$ cat config.mk
export PLATFORM = sky130hd
export DESIGN_NAME = ctl_port_regs
export DESIGN_NICKNAME = d
export VERILOG_FILES = /design/src/rtl/ctl_port_pkg.sv /design/src/rtl/ctl_pin_sync.sv /design/src/rtl/ctl_reg_bank.sv /design/src/rtl/ctl_i2c_slave.sv /design/src/rtl/ctl_spi_slave.sv /design/src/rtl/ctl_port_regs.sv
export SDC_FILE = /design/constraint.sdc
export NUM_CORES = 1
export LEC_CHECK = 0
export BUFFER_PORTS_ARGS = -buffer_cell sky130_fd_sc_hd__buf_4
export CORE_MARGIN = 2
export CORE_UTILIZATION = 46
export DETAILED_ROUTE_END_ITERATION = 10
export PLACE_DENSITY = 0.74
export SYNTH_ARGS = -nofsm -noshare
export SYNTH_HDL_FRONTEND = slang
export SYNTH_SLANG_ARGS = --single-unit
$ cat constraint.sdc
create_clock -name clk_i -period 3.2 [get_ports clk_i]
set_clock_uncertainty 0.15 [all_clocks]
set_input_delay 0.64 -clock clk_i [delete_from_list [all_inputs] [get_ports clk_i]]
set_output_delay 0.64 -clock clk_i [all_outputs]
set_load 0.02 [all_outputs]
$ cat src/rtl/ctl_port_pkg.sv
package ctl_port_pkg;
  localparam int unsigned PTR_W = 5;
  localparam int unsigned DATA_W = 8;
  localparam logic [PTR_W-1:0] SEC0_LO = 5'h01;
  localparam logic [PTR_W-1:0] SEC0_HI = 5'h08;
  localparam logic [PTR_W-1:0] SEC1_LO = 5'h09;
  localparam logic [PTR_W-1:0] SEC1_HI = 5'h11;
  localparam logic [PTR_W-1:0] ID_ADDR = 5'h12;
  localparam int unsigned NUM_CFG = int'(SEC1_HI);
  localparam int unsigned CFG_BITS = NUM_CFG * DATA_W;

  // advance only inside a section; both section ends and all other addresses hold
  function automatic logic [PTR_W-1:0] ptr_next(input logic [PTR_W-1:0] p, input logic incr);
    if (incr && ((p >= SEC0_LO && p < SEC0_HI) || (p >= SEC1_LO && p < SEC1_HI)))
      return p + 1'b1;
    return p;
  endfunction
endpackage

$ cat src/rtl/ctl_pin_sync.sv
module ctl_pin_sync #(
  parameter int unsigned W = 3,
  parameter logic [W-1:0] RST_VAL = '1
) (
  input  logic         clk_i,
  input  logic         rst_ni,
  input  logic [W-1:0] d_i,
  output logic [W-1:0] q_o
);
  for (genvar g = 0; g < W; g++) begin : g_bit
    logic [1:0] st_q;
    always_ff @(posedge clk_i or negedge rst_ni) begin
      if (!rst_ni) st_q <= {2{RST_VAL[g]}};
      else         st_q <= {st_q[0], d_i[g]};
    end
    assign q_o[g] = st_q[1];
  end
endmodule

$ cat src/rtl/ctl_reg_bank.sv
module ctl_reg_bank
  import ctl_port_pkg::*;
#(
  parameter logic [3:0] ID_CODE  = 4'hA,
  parameter logic [3:0] REV_CODE = 4'h0
) (
  input  logic                clk_i,
  input  logic                rst_ni,
  input  logic                ptr_ld_i,
  input  logic                wr_en_i,
  input  logic                rd_adv_i,
  input  logic [DATA_W-1:0]   data_i,
  output logic [DATA_W-1:0]   rd_data_o,
  output logic [CFG_BITS-1:0] cfg_o
);
  logic [PTR_W-1:0] ptr_q;
  logic             incr_q;

  always_ff @(posedge clk_i or negedge rst_ni) begin
    if (!rst_ni) begin
      ptr_q  <= '0;
      incr_q <= 1'b0;
    end else if (ptr_ld_i) begin
      ptr_q  <= data_i[PTR_W-1:0];
      incr_q <= data_i[DATA_W-1];
    end else if (wr_en_i || rd_adv_i) begin
      ptr_q  <= ptr_next(ptr_q, incr_q);
    end
  end

  for (genvar g = 0; g < NUM_CFG; g++) begin : g_cfg
    logic [DATA_W-1:0] r_q;
    always_ff @(posedge clk_i or negedge rst_ni) begin
      if (!rst_ni) r_q <= '0;
      else if (wr_en_i && ptr_q == PTR_W'(g + 1)) r_q <= data_i;
    end
    assign cfg_o[g*DATA_W +: DATA_W] = r_q;
  end

  always_comb begin
    rd_data_o = '0;
    if (ptr_q >= SEC0_LO && ptr_q <= SEC1_HI)
      rd_data_o = cfg_o[DATA_W*(int'(ptr_q)-1) +: DATA_W];
    else if (ptr_q == ID_ADDR)
      rd_data_o = {ID_CODE, REV_CODE};
  end


  sec_end_hold_chk: assert property (@(posedge clk_i) disable iff (!rst_ni)
    (ptr_q == SEC0_HI && !ptr_ld_i) |=> (ptr_q == SEC0_HI));

  fixed_ptr_chk: assert property (@(posedge clk_i) disable iff (!rst_ni)
    (!incr_q && !ptr_ld_i) |=> $stable(ptr_q));

  ignored_wr_chk: assert property (@(posedge clk_i) disable iff (!rst_ni)
    (wr_en_i && !(ptr_q >= SEC0_LO && ptr_q <= SEC1_HI)) |=> $stable(cfg_o));
endmodule

$ cat src/rtl/ctl_i2c_slave.sv
module ctl_i2c_slave
  import ctl_port_pkg::*;
#(
  parameter logic [5:0] CHIP_ADDR = 6'b001100
) (
  input  logic              clk_i,
  input  logic              rst_ni,
  input  logic              en_i,
  input  logic              addr_bit_i,
  input  logic              start_i,
  input  logic              stop_i,
  input  logic              scl_rise_i,
  input  logic              scl_fall_i,
  input  logic              sda_i,
  input  logic [DATA_W-1:0] rd_data_i,
  output logic              sda_oe_o,
  output logic              ptr_ld_o,
  output logic              wr_en_o,
  output logic              rd_adv_o,
  output logic [DATA_W-1:0] data_o
);
  typedef enum logic [1:0] {I_IDLE, I_RX, I_TX} phase_e;
  typedef enum logic [1:0] {K_ADDR, K_PTR, K_DATA} kind_e;

  phase_e            phase_q;
  kind_e             kind_q;
  logic [3:0]        cnt_q;   // rising edges seen in the 9-clock frame
  logic [DATA_W-1:0] sr_q, tx_q, tx_sh;
  logic              rw_q, oe_q, ptr_ld_q, wr_q, adv_q;

  assign tx_sh = tx_q << cnt_q[2:0];

  always_ff @(posedge clk_i or negedge rst_ni) begin
    if (!rst_ni) begin
      phase_q <= I_IDLE;  kind_q <= K_ADDR;  cnt_q <= '0;
      sr_q <= '0;  tx_q <= '0;  rw_q <= 1'b0;  oe_q <= 1'b0;
      ptr_ld_q <= 1'b0;  wr_q <= 1'b0;  adv_q <= 1'b0;
    end else begin
      ptr_ld_q <= 1'b0;  wr_q <= 1'b0;  adv_q <= 1'b0;
      if (!en_i) begin
        phase_q <= I_IDLE;  oe_q <= 1'b0;
      end else if (start_i) begin
        phase_q <= I_RX;  kind_q <= K_ADDR;  cnt_q <= '0;  oe_q <= 1'b0;
      end else if (stop_i) begin
        phase_q <= I_IDLE;  oe_q <= 1'b0;
      end else if (phase_q == I_RX) begin
        if (scl_rise_i) begin
          if (cnt_q < 4'd8) sr_q <= {sr_q[DATA_W-2:0], sda_i};
          cnt_q <= cnt_q + 1'b1;
        end else if (scl_fall_i && cnt_q == 4'd8) begin
          unique case (kind_q)
            K_ADDR: begin
              if (sr_q[7:1] == {CHIP_ADDR, addr_bit_i}) begin
                oe_q <= 1'b1;  rw_q <= sr_q[0];
              end else phase_q <= I_IDLE;
            end
            K_PTR:   begin oe_q <= 1'b1;  ptr_ld_q <= 1'b1;  kind_q <= K_DATA; end
            default: begin oe_q <= 1'b1;  wr_q <= 1'b1; end
          endcase
        end else if (scl_fall_i && cnt_q == 4'd9) begin
          cnt_q <= '0;  oe_q <= 1'b0;
          if (kind_q == K_ADDR) begin
            if (rw_q) begin
              phase_q <= I_TX;  tx_q <= rd_data_i;  oe_q <= ~rd_data_i[DATA_W-1];
            end else kind_q <= K_PTR;
          end
        end
      end else if (phase_q == I_TX) begin
        if (scl_rise_i) begin
          cnt_q <= cnt_q + 1'b1;
          if (cnt_q == 4'd8 && sda_i) phase_q <= I_IDLE;  // master NACK
        end else if (scl_fall_i) begin
          if (cnt_q == 4'd8) begin
            oe_q <= 1'b0;  adv_q <= 1'b1;
          end else if (cnt_q == 4'd9) begin
            cnt_q <= '0;  tx_q <= rd_data_i;  oe_q <= ~rd_data_i[DATA_W-1];
          end else oe_q <= ~tx_sh[DATA_W-1];
        end
      end
    end
  end

  assign sda_oe_o = oe_q;
  assign ptr_ld_o = ptr_ld_q;
  assign wr_en_o  = wr_q;
  assign rd_adv_o = adv_q;
  assign data_o   = sr_q;
endmodule

$ cat src/rtl/ctl_spi_slave.sv
module ctl_spi_slave
  import ctl_port_pkg::*;
#(
  parameter logic [5:0] CHIP_ADDR = 6'b001100
) (
  input  logic              clk_i,
  input  logic              rst_ni,
  input  logic              en_i,
  input  logic              sclk_rise_i,
  input  logic              sclk_fall_i,
  input  logic              mosi_i,
  input  logic [DATA_W-1:0] rd_data_i,
  output logic              sdo_o,
  output logic              ptr_ld_o,
  output logic              wr_en_o,
  output logic              rd_adv_o,
  output logic [DATA_W-1:0] data_o
);
  logic [2:0]        cnt_q;
  logic [1:0]        idx_q;   // 0 chip byte, 1 second byte, 2 later bytes
  logic [DATA_W-1:0] sr_q, sr_nx, tx_q, tx_sh;
  logic              rw_q, dead_q, sdo_q, ptr_ld_q, wr_q, adv_q;

  assign sr_nx = {sr_q[DATA_W-2:0], mosi_i};
  assign tx_sh = tx_q << cnt_q;

  always_ff @(posedge clk_i or negedge rst_ni) begin
    if (!rst_ni) begin
      cnt_q <= '0;  idx_q <= '0;  sr_q <= '0;  tx_q <= '0;
      rw_q <= 1'b0;  dead_q <= 1'b0;  sdo_q <= 1'b0;
      ptr_ld_q <= 1'b0;  wr_q <= 1'b0;  adv_q <= 1'b0;
    end else begin
      ptr_ld_q <= 1'b0;  wr_q <= 1'b0;  adv_q <= 1'b0;
      if (!en_i) begin
        cnt_q <= '0;  idx_q <= '0;  rw_q <= 1'b0;  dead_q <= 1'b0;  sdo_q <= 1'b0;
      end else if (sclk_rise_i) begin
        sr_q  <= sr_nx;
        cnt_q <= cnt_q + 1'b1;
        if (cnt_q == 3'd7) begin
          if (idx_q != 2'd2) idx_q <= idx_q + 1'b1;
          if (idx_q == 2'd0) begin
            dead_q <= (sr_nx[7:1] != {CHIP_ADDR, 1'b0});
            rw_q   <= sr_nx[0];
          end else if (!dead_q) begin
            if (rw_q)               adv_q    <= 1'b1;
            else if (idx_q == 2'd1) ptr_ld_q <= 1'b1;
            else                    wr_q     <= 1'b1;
          end
        end
      end else if (sclk_fall_i && rw_q && !dead_q && idx_q != 2'd0) begin
        if (cnt_q == 3'd0) begin
          tx_q <= rd_data_i;  sdo_q <= rd_data_i[DATA_W-1];
        end else sdo_q <= tx_sh[DATA_W-1];
      end
    end
  end

  assign sdo_o    = sdo_q;
  assign ptr_ld_o = ptr_ld_q;
  assign wr_en_o  = wr_q;
  assign rd_adv_o = adv_q;
  assign data_o   = sr_q;
endmodule

$ cat src/rtl/ctl_port_regs.sv
module ctl_port_regs
  import ctl_port_pkg::*;
#(
  parameter logic [5:0] CHIP_ADDR = 6'b001100,
  parameter logic [3:0] ID_CODE   = 4'hA,
  parameter logic [3:0] REV_CODE  = 4'h0
) (
  input  logic                clk_i,
  input  logic                rst_ni,
  input  logic                scl_i,
  input  logic                sda_i,
  input  logic                cs_ni,
  output logic                sda_oe_o,
  output logic                sdo_o,
  output logic [CFG_BITS-1:0] cfg_o
);
  localparam int unsigned NPIN = 3;

  logic [NPIN-1:0] pin_q, prev_q;
  logic scl_q, sda_q, cs_q, scl_rise, scl_fall, sda_rise, sda_fall, cs_fall;
  logic mode_spi_q;

  ctl_pin_sync #(.W(NPIN), .RST_VAL('1)) i_sync (
    .clk_i (clk_i),
    .rst_ni(rst_ni),
    .d_i   ({cs_ni, sda_i, scl_i}),
    .q_o   (pin_q)
  );

  always_ff @(posedge clk_i or negedge rst_ni) begin
    if (!rst_ni) prev_q <= '1;
    else         prev_q <= pin_q;
  end

  assign scl_q    = pin_q[0];
  assign sda_q    = pin_q[1];
  assign cs_q     = pin_q[2];
  assign scl_rise = scl_q & ~prev_q[0];
  assign scl_fall = ~scl_q & prev_q[0];
  assign sda_rise = sda_q & ~prev_q[1];
  assign sda_fall = ~sda_q & prev_q[1];
  assign cs_fall  = ~cs_q & prev_q[2];

  always_ff @(posedge clk_i or negedge rst_ni) begin
    if (!rst_ni)      mode_spi_q <= 1'b0;
    else if (cs_fall) mode_spi_q <= 1'b1;
  end

  logic              i2c_ld, i2c_wr, i2c_adv, spi_ld, spi_wr, spi_adv;
  logic [DATA_W-1:0] i2c_data, spi_data, rd_data;

  ctl_i2c_slave #(.CHIP_ADDR(CHIP_ADDR)) i_i2c (
    .clk_i     (clk_i),
    .rst_ni    (rst_ni),
    .en_i      (~mode_spi_q),
    .addr_bit_i(cs_q),
    .start_i   (sda_fall & scl_q),
    .stop_i    (sda_rise & scl_q),
    .scl_rise_i(scl_rise),
    .scl_fall_i(scl_fall),
    .sda_i     (sda_q),
    .rd_data_i (rd_data),
    .sda_oe_o  (sda_oe_o),
    .ptr_ld_o  (i2c_ld),
    .wr_en_o   (i2c_wr),
    .rd_adv_o  (i2c_adv),
    .data_o    (i2c_data)
  );

  ctl_spi_slave #(.CHIP_ADDR(CHIP_ADDR)) i_spi (
    .clk_i      (clk_i),
    .rst_ni     (rst_ni),
    .en_i       (mode_spi_q & ~cs_q),
    .sclk_rise_i(scl_rise),
    .sclk_fall_i(scl_fall),
    .mosi_i     (sda_q),
    .rd_data_i  (rd_data),
    .sdo_o      (sdo_o),
    .ptr_ld_o   (spi_ld),
    .wr_en_o    (spi_wr),
    .rd_adv_o   (spi_adv),
    .data_o     (spi_data)
  );

  ctl_reg_bank #(.ID_CODE(ID_CODE), .REV_CODE(REV_CODE)) i_bank (
    .clk_i    (clk_i),
    .rst_ni   (rst_ni),
    .ptr_ld_i (i2c_ld | spi_ld),
    .wr_en_i  (i2c_wr | spi_wr),
    .rd_adv_i (i2c_adv | spi_adv),
    .data_i   (mode_spi_q ? spi_data : i2c_data),
    .rd_data_o(rd_data),
    .cfg_o    (cfg_o)
  );


  spi_sticky_chk: assert property (@(posedge clk_i) disable iff (!rst_ni)
    mode_spi_q |=> mode_spi_q);

  i2c_quiet_chk: assert property (@(posedge clk_i) disable iff (!rst_ni)
    mode_spi_q |=> !sda_oe_o);
endmodule

# Word-level counts from Yosys, hierarchy flattened

Cells that the tools add are included.

Flip-flop bits (word level): 208
Input port bits: 5
Output and inout bits: 138
Word-level logic and storage cells: 328

Add/subtract/negate cells: 5
Magnitude comparators: 6
Equal/unequal tests: 53
Shift-type cells: 3
Multiplexer cells: 131
Bitwise gates (word level): 22
Reductions and logical operators: 64

Operators by type and width:

| kind                                                                  | count |
|---|---|
| 136-bit by 33-bit variable part select with 8-bit output              | 1 |
| 8-bit two-way mux                                                     | 14 |
| 1-bit two-way mux                                                     | 73 |
| 2-bit two-way mux                                                     | 27 |
| 4-bit two-way mux                                                     | 11 |
| 5-bit by 4-bit equality test with 1-bit output, second input constant | 8 |
| 1-bit logical AND                                                     | 27 |
| 8-bit AND reduction                                                   | 3 |
| 5-bit by 3-bit equality test with 1-bit output, second input constant | 4 |
| 5-bit two-way mux                                                     | 4 |
| 2-bit != test, second input constant                                  | 10 |
| 5-bit nonzero test                                                    | 4 |
| 8-bit by 3-bit left shift with 8-bit output                           | 2 |
| 5-bit equality test, second input constant                            | 3 |
| 7-bit by 5-bit != test with 1-bit output, second input constant       | 2 |
| 2-bit nonzero test                                                    | 7 |
| 4-bit by 2-bit != test with 1-bit output, second input constant       | 3 |
| 6-bit by 3-bit != test with 1-bit output, second input constant       | 2 |
| 6-bit by 4-bit != test with 1-bit output, second input constant       | 2 |
| 12-bit AND reduction                                                  | 1 |
| 1-bit inverter                                                        | 11 |
| 5-bit by 2-bit equality test with 1-bit output, second input constant | 2 |
| 9-bit AND reduction                                                   | 1 |
| 3-bit nonzero test                                                    | 3 |
| 36 further kinds                                                      | 59 |

# Longest topological paths before layout

Word-level depth: 13
Gate-level depth with buffers: 11
Mapped depth without buffers: 7

# By module

Synthesis repeated with hierarchy kept, for this count alone.

Cell total of the unflattened synthesis: 784
Area total of the unflattened synthesis: 10,563.9 µm²

By module, submodules not included:

| module        | times used | cells an instance | area each (µm²) | sequential area each (µm²) |
|---|---|---|---|---|
| ctl_reg_bank  | 1          | 517               | 7,235.7         | 3,553.4 |
| ctl_i2c_slave | 1          | 138               | 1,590.3         | 725.7 |
| ctl_spi_slave | 1          | 95                | 1,258.7         | 675.6 |
| ctl_port_regs | 1          | 25                | 299.0           | 103.8 |
| ctl_pin_sync  | 1          | 9                 | 180.2           | 157.7 |

# Worst setup path after synthesis

OpenSTA, ideal clock, no wires.

Path kind: reg-to-reg
Start: register i_bank.ptr_q[0]
End: register i_i2c.tx_q[7]
Library setup time: 0.125 ns
Arrival: 2.515 ns
Data required time: 2.925 ns
Path slack: 0.410 ns
Stages on the path, launching flop included: 11
Path buffers: 3
Period minus slack after synthesis: 2.790 ns
Path through: dfrtp_1 buf_6 buf_6 inv_1 ha_1 buf_4 xor2_2 mux4_2 o221ai_2 nand3_1 mux2_2

Cells in the longest elaborated chain, start to end: 9
Elaborated cells on any way between the ends: 19
Those cells by class: add/sub: 1; order compare: 2; eq/ne: 1; shift: 1; mux: 13; reduce/logical: 1

Ends and longest elaborated chain:

| element                                                                          | line                                     | RTL |
|---|---|---|
| start: declaration                                                               | ctl_reg_bank.sv:16                       | `logic [PTR_W-1:0] ptr_q;` |
| start signal: assignment                                                         | ctl_reg_bank.sv:24                       | `ptr_q <= data_i[PTR_W-1:0];` |
| start signal: assignment                                                         | ctl_reg_bank.sv:27                       | `ptr_q <= ptr_next(ptr_q, incr_q);` |
| 5-bit by 1-bit subtractor with 6-bit output (tied with other cells)              | ctl_reg_bank.sv:43                       | `rd_data_o = cfg_o[DATA_W*(int'(ptr_q)-1) +: DATA_W];` |
| 136-bit by 33-bit variable part select with 8-bit output (tied with other cells) | ctl_reg_bank.sv:43                       |  |
| 8-bit two-way mux *                                                              | ctl_reg_bank.sv:42                       | `if (ptr_q >= SEC0_LO && ptr_q <= SEC1_HI)` |
| 8-bit two-way mux (on tied branches)                                             | ctl_i2c_slave.sv:75, ctl_i2c_slave.sv:63 |  |
| 8-bit two-way mux (on tied branches)                                             | ctl_i2c_slave.sv:73, ctl_i2c_slave.sv:62 |  |
| 8-bit two-way mux (on tied branches)                                             | ctl_i2c_slave.sv:72, ctl_i2c_slave.sv:60 |  |
| 8-bit two-way mux (on tied branches)                                             | ctl_i2c_slave.sv:69, ctl_i2c_slave.sv:50 |  |
| 8-bit two-way mux (on tied branches)                                             | ctl_i2c_slave.sv:68, ctl_i2c_slave.sv:47 |  |
| 8-bit two-way mux *                                                              | ctl_i2c_slave.sv:46                      | `end else if (phase_q == I_RX) begin` |
| end signal: assignment                                                           | ctl_i2c_slave.sv:36                      | `sr_q <= '0; tx_q <= '0; rw_q <= 1'b0; oe_q <= 1'b0;` |
| end signal: assignment                                                           | ctl_i2c_slave.sv:64                      | `phase_q <= I_TX; tx_q <= rd_data_i; oe_q <= ~rd_data_i[DATA_W-1];` |
| end signal: assignment                                                           | ctl_i2c_slave.sv:76                      | `cnt_q <= '0; tx_q <= rd_data_i; oe_q <= ~rd_data_i[DATA_W-1];` |
| end: declaration                                                                 | ctl_i2c_slave.sv:28                      | `logic [DATA_W-1:0] sr_q, tx_q, tx_sh;` |

Every way passes the cells marked *; elsewhere a longest branch is shown, timed or not. The select of a mux whose other input is x is not followed.
A chain may end at the register's enable or synchronous reset.

# Final worst setup path

Start: register i_bank.ptr_q[0]
End: register i_i2c.tx_q[1]

Cells in the longest elaborated chain, start to end: 9
Elaborated cells on any way between the ends: 17
Those cells by class: add/sub: 1; order compare: 2; shift: 1; mux: 12; reduce/logical: 1

Ends and longest elaborated chain:

| element                                                                                              | line |
|---|---|
| 5-bit by 1-bit subtractor with 6-bit output (tied with other cells)                                  | ctl_reg_bank.sv:43 |
| 136-bit by 33-bit variable part select with 8-bit output / 1-bit logical AND (equally long branches) | ctl_reg_bank.sv:43, ctl_reg_bank.sv:42 |
| 8-bit two-way mux *                                                                                  | ctl_reg_bank.sv:42 |
| 8-bit two-way mux (on tied branches)                                                                 | ctl_i2c_slave.sv:75, ctl_i2c_slave.sv:63 |
| 8-bit two-way mux (on tied branches)                                                                 | ctl_i2c_slave.sv:73, ctl_i2c_slave.sv:62 |
| 8-bit two-way mux (on tied branches)                                                                 | ctl_i2c_slave.sv:72, ctl_i2c_slave.sv:60 |
| 8-bit two-way mux (on tied branches)                                                                 | ctl_i2c_slave.sv:69, ctl_i2c_slave.sv:50 |
| 8-bit two-way mux (on tied branches)                                                                 | ctl_i2c_slave.sv:68, ctl_i2c_slave.sv:47 |
| 8-bit two-way mux *                                                                                  | ctl_i2c_slave.sv:46 |

Marks and branches as above.

==> out/summary.txt <==
status: complete, no violations
Setup Fix Bufs, Post-CTS: 0
Post-CTS Resized: 0
Setup crit end: i_i2c.tx_q[1]
CORE AREA: 0.02109 sq mm
Netlist cell types: 66
R2R setup slack: 0.24 ns
vias in the first global route: 7826
worst-path cell chain: inv_1 -> ha_1 -> buf_4 -> buf_4 -> mux4_2 -> o221ai_1 -> a221oi_1 -> mux2_2
placer congestion estimate: 0.9457
Synth Cell Area: 0.009883 sq mm
vias per cell: 5.899
initial core utilization: 46.87%
Worst EP required: 3.43 ns
arrival time at the worst endpoint: 3.18 ns
storage element area: 0.005218 sq mm
yosys warns: 0
antenna violations before repair: 0
Final nets: 1057
compound-cell area share of the yosys netlist: 12.55%
xor/xnor share of the synthesized area: 1.203%
# DRC: 0
WL final: 27.43 mm
RSZ-0062 raised after global routing: false
Fin Hold WS: 0.05824 ns
CP max FO: 13
full die area: 0.02267 sq mm
fraction of the mapped netlist area in simple logic gates: 12.52%
Slowest cell on crit path: ha_1
Max Cap Viol: 0
Post-synth EDFFs: 0
worst min-delay path category: in -> async
Antenna Nets Post-Route: 0
post-DP HPWL: 19.22 mm
Setup Viol. Count Final: 0
slowest cell delay on critical path: 0.64 ns
fraction of registers with async set/reset: 100.0%
CTS tree: done
Vias: 7828
CTS Sinks: 208
GRT overflow: 0
hold buffers post-CTS: 0
most used cell, CP: buf_4
post-synthesis sequential area ratio: 52.78%
Setup TNS Final: 0 ns
final hold violations: 0
Buf+Inv Stages, Crit Path: 3
multi-input logic area: 0.004305 sq mm
clk buf depth: 3
Die Wd: 150.6 um
total power: 0.005962 W
die height: 150.6 um
final worst path period share: 92.37%
Top delay family on crit path: adder cells
Crit. End Element: flop
reg2reg start: i_bank.ptr_q[0]
root buffer cell: clkbuf_16
commonest non-fill, non-tap cell in the layout: dfrtp_1
startpoint types: flop
Synth Area in Adders: 2.152%
Initial DRC Count: 590
Seq cells post-synth: 208
final period demand of the worst path: 2.956 ns
fmax: 338.3 MHz
DRT Pass-1 Iters: 5
largest net degree at the start of global routing: 88
Fill cells: 1776
synthesized area per cell: 10.99 sq um
largest family of logic cells by synthesized area: multiplexers
Synth Net Count: 921
htree depth: 1
Pleak: 5.630 nW
Std-Cell Rows: 53
CTS buffer count: 23
reg2reg end: i_i2c.tx_q[1]
clock slew at reported path FFs: 0.06 ns
Synth Flop Type: dfrtp_1
R2R depth: 8
I/O pin count: 143
slew of the pin with the lowest slew margin: 1.195 ns
pwr dens: 496.0 mW/mm^2
CP Class: reg -> reg
Final Max Tran Viols: 0
placed insts: 1285
critical path depth: 8
Clock Latency Late Sink: 0.52 ns
most frequent cells in the layout: dfrtp_1, nand2_1, buf_4
global router's overall resource usage: 24.55%
Worst VDD drop: 0.0003931 V
Slew HR: 19.83%
Synth Instances: 899
final std cells w/o fill: 1327
first-pass GRT wire length: 43.06 mm
drt wl/cell: 20.67 um
Port Buffers: 142
share of layout cells above drive strength 1: 28.80%
# diodes: 0
post-synthesis mux area share: 15.10%
Setup crit start: i_bank.ptr_q[0]
synthesis-to-finish area growth: 21.62%
cell families after synthesis:
kind of cell	Yosys count
buffers and inverters	83
adder cells (fa/ha/maj)	17
flip-flops	208
XOR/XNOR	11
AND/OR/NAND/NOR	269
multiplexers	98
AO/OA/AOI/OAI	213
worst reg2reg max path: stages, from the launching register on:
cell and delay [ns]:
dfrtp_2 0.36, inv_1 0.11, ha_1 0.64, buf_4 0.29
buf_4 0.23, mux4_2 0.33, o221ai_1 0.24, a221oi_1 0.15
mux2_2 0.31
state kept, by name (all words and copies together) (netlist names), 2 cells and up:
| signal | flops |
|---|---|
| i_i2c.tx_q | 8 |
| i_i2c.phase_q | 2 |
| i_bank.g_cfg.r_q | 136 |
| i_spi.data_o | 8 |
| i_sync.g_bit.st_q | 6 |
| i_spi.tx_q | 8 |
| i_i2c.data_o | 8 |
| i_i2c.kind_q | 2 |
| i_i2c.cnt_q | 4 |
| prev_q | 3 |
| i_spi.idx_q | 2 |
| i_spi.cnt_q | 3 |
| i_bank.ptr_q | 5 |
cell usage after synthesis, types with 5 or more instances:
| cell type | instances | area share (%) |
|---|---|---|
| mux2i_1 | 19 | 1.9 |
| nor3_1 | 6 | 0.30 |
| a31oi_1 | 7 | 0.44 |
| mux2_2 | 44 | 5.0 |
| buf_2 | 7 | 0.35 |
| mux4_2 | 30 | 6.8 |
| nor2b_1 | 11 | 0.70 |
| nand2_1 | 166 | 6.3 |
| clkbuf_1 | 41 | 1.6 |
| dfrtp_1 | 199 | 50 |
| o21ai_0 | 149 | 7.5 |
| nand4_1 | 6 | 0.38 |
| nand2b_1 | 7 | 0.44 |
| a221oi_1 | 6 | 0.53 |
| a21oi_1 | 12 | 0.61 |
| buf_6 | 5 | 0.57 |
| nand4b_1 | 5 | 0.44 |
| mux4_1 | 5 | 1.3 |
| ha_1 | 17 | 2.2 |
| o221ai_1 | 8 | 0.71 |
| nor2_1 | 25 | 0.95 |
| inv_1 | 25 | 0.95 |
| nand3_1 | 13 | 0.66 |
| dfstp_2 | 9 | 2.4 |
area by class of cell:
cell class	count	area share, %
Sequential cell	208	43.41
Tap cell	275	2.862
Multi-Input combinational cell	608	35.82
Clock buffer	29	5.225
Timing Repair Buffer	167	10.59
Inverter	27	0.8431
Clock inverter	13	1.259
per-stage QoR:
stage | worst slack (ns) | cell area [sq um] | utilization [%]
after floorplan | 0.4099 | 9883 | -
after detailed placement | 0.3264 | 11240 | 53.30
after global placement | 0.4213 | 11240 | 53.30
after CTS | 0.2743 | 12020 | 57.00
final | 0.2441 | 12020 | 57.00
after global routing | 0.09617 | 12020 | 57.00
metal layers:
| layer | wire, um | vias to the layer above | GRT usage (%) |
|---|---|---|---|
| li1 | - | 3494 | - |
| met2 | 12880 | 355 | 38.57 |
| met4 | 760 | 0 | 7.196 |
| met1 | 11440 | 3914 | 34.59 |
| met3 | 2353 | 65 | 5.303 |
| met5 | 0 | - | 0 |
where the power goes:
group | internal [W] | switching, W
Clock | 0.00164 | 0.00107
Combinational | 0.000129 | 0.000393
Sequential | 0.00269 | 0.0000522
worst min path at each step:
stage	startpoint	end	slack [ns]	depth (start not counted)
after global routing	cs_ni	i_sync.g_bit[2].st_q[0]	0.08	1
after floorplan	rst_ni	i_bank.g_cfg[0].r_q[0]	0.19	0
after CTS	rst_ni	i_bank.ptr_q[4]	0.08	1
after global placement	i_sync.g_bit[1].st_q[0]	i_sync.g_bit[1].st_q[1]	0.20	0
after detailed placement	i_sync.g_bit[1].st_q[0]	i_sync.g_bit[1].st_q[1]	0.20	0
final	rst_ni	i_i2c.phase_q[0]	0.06	1
Power figures use the tool's default switching activity.
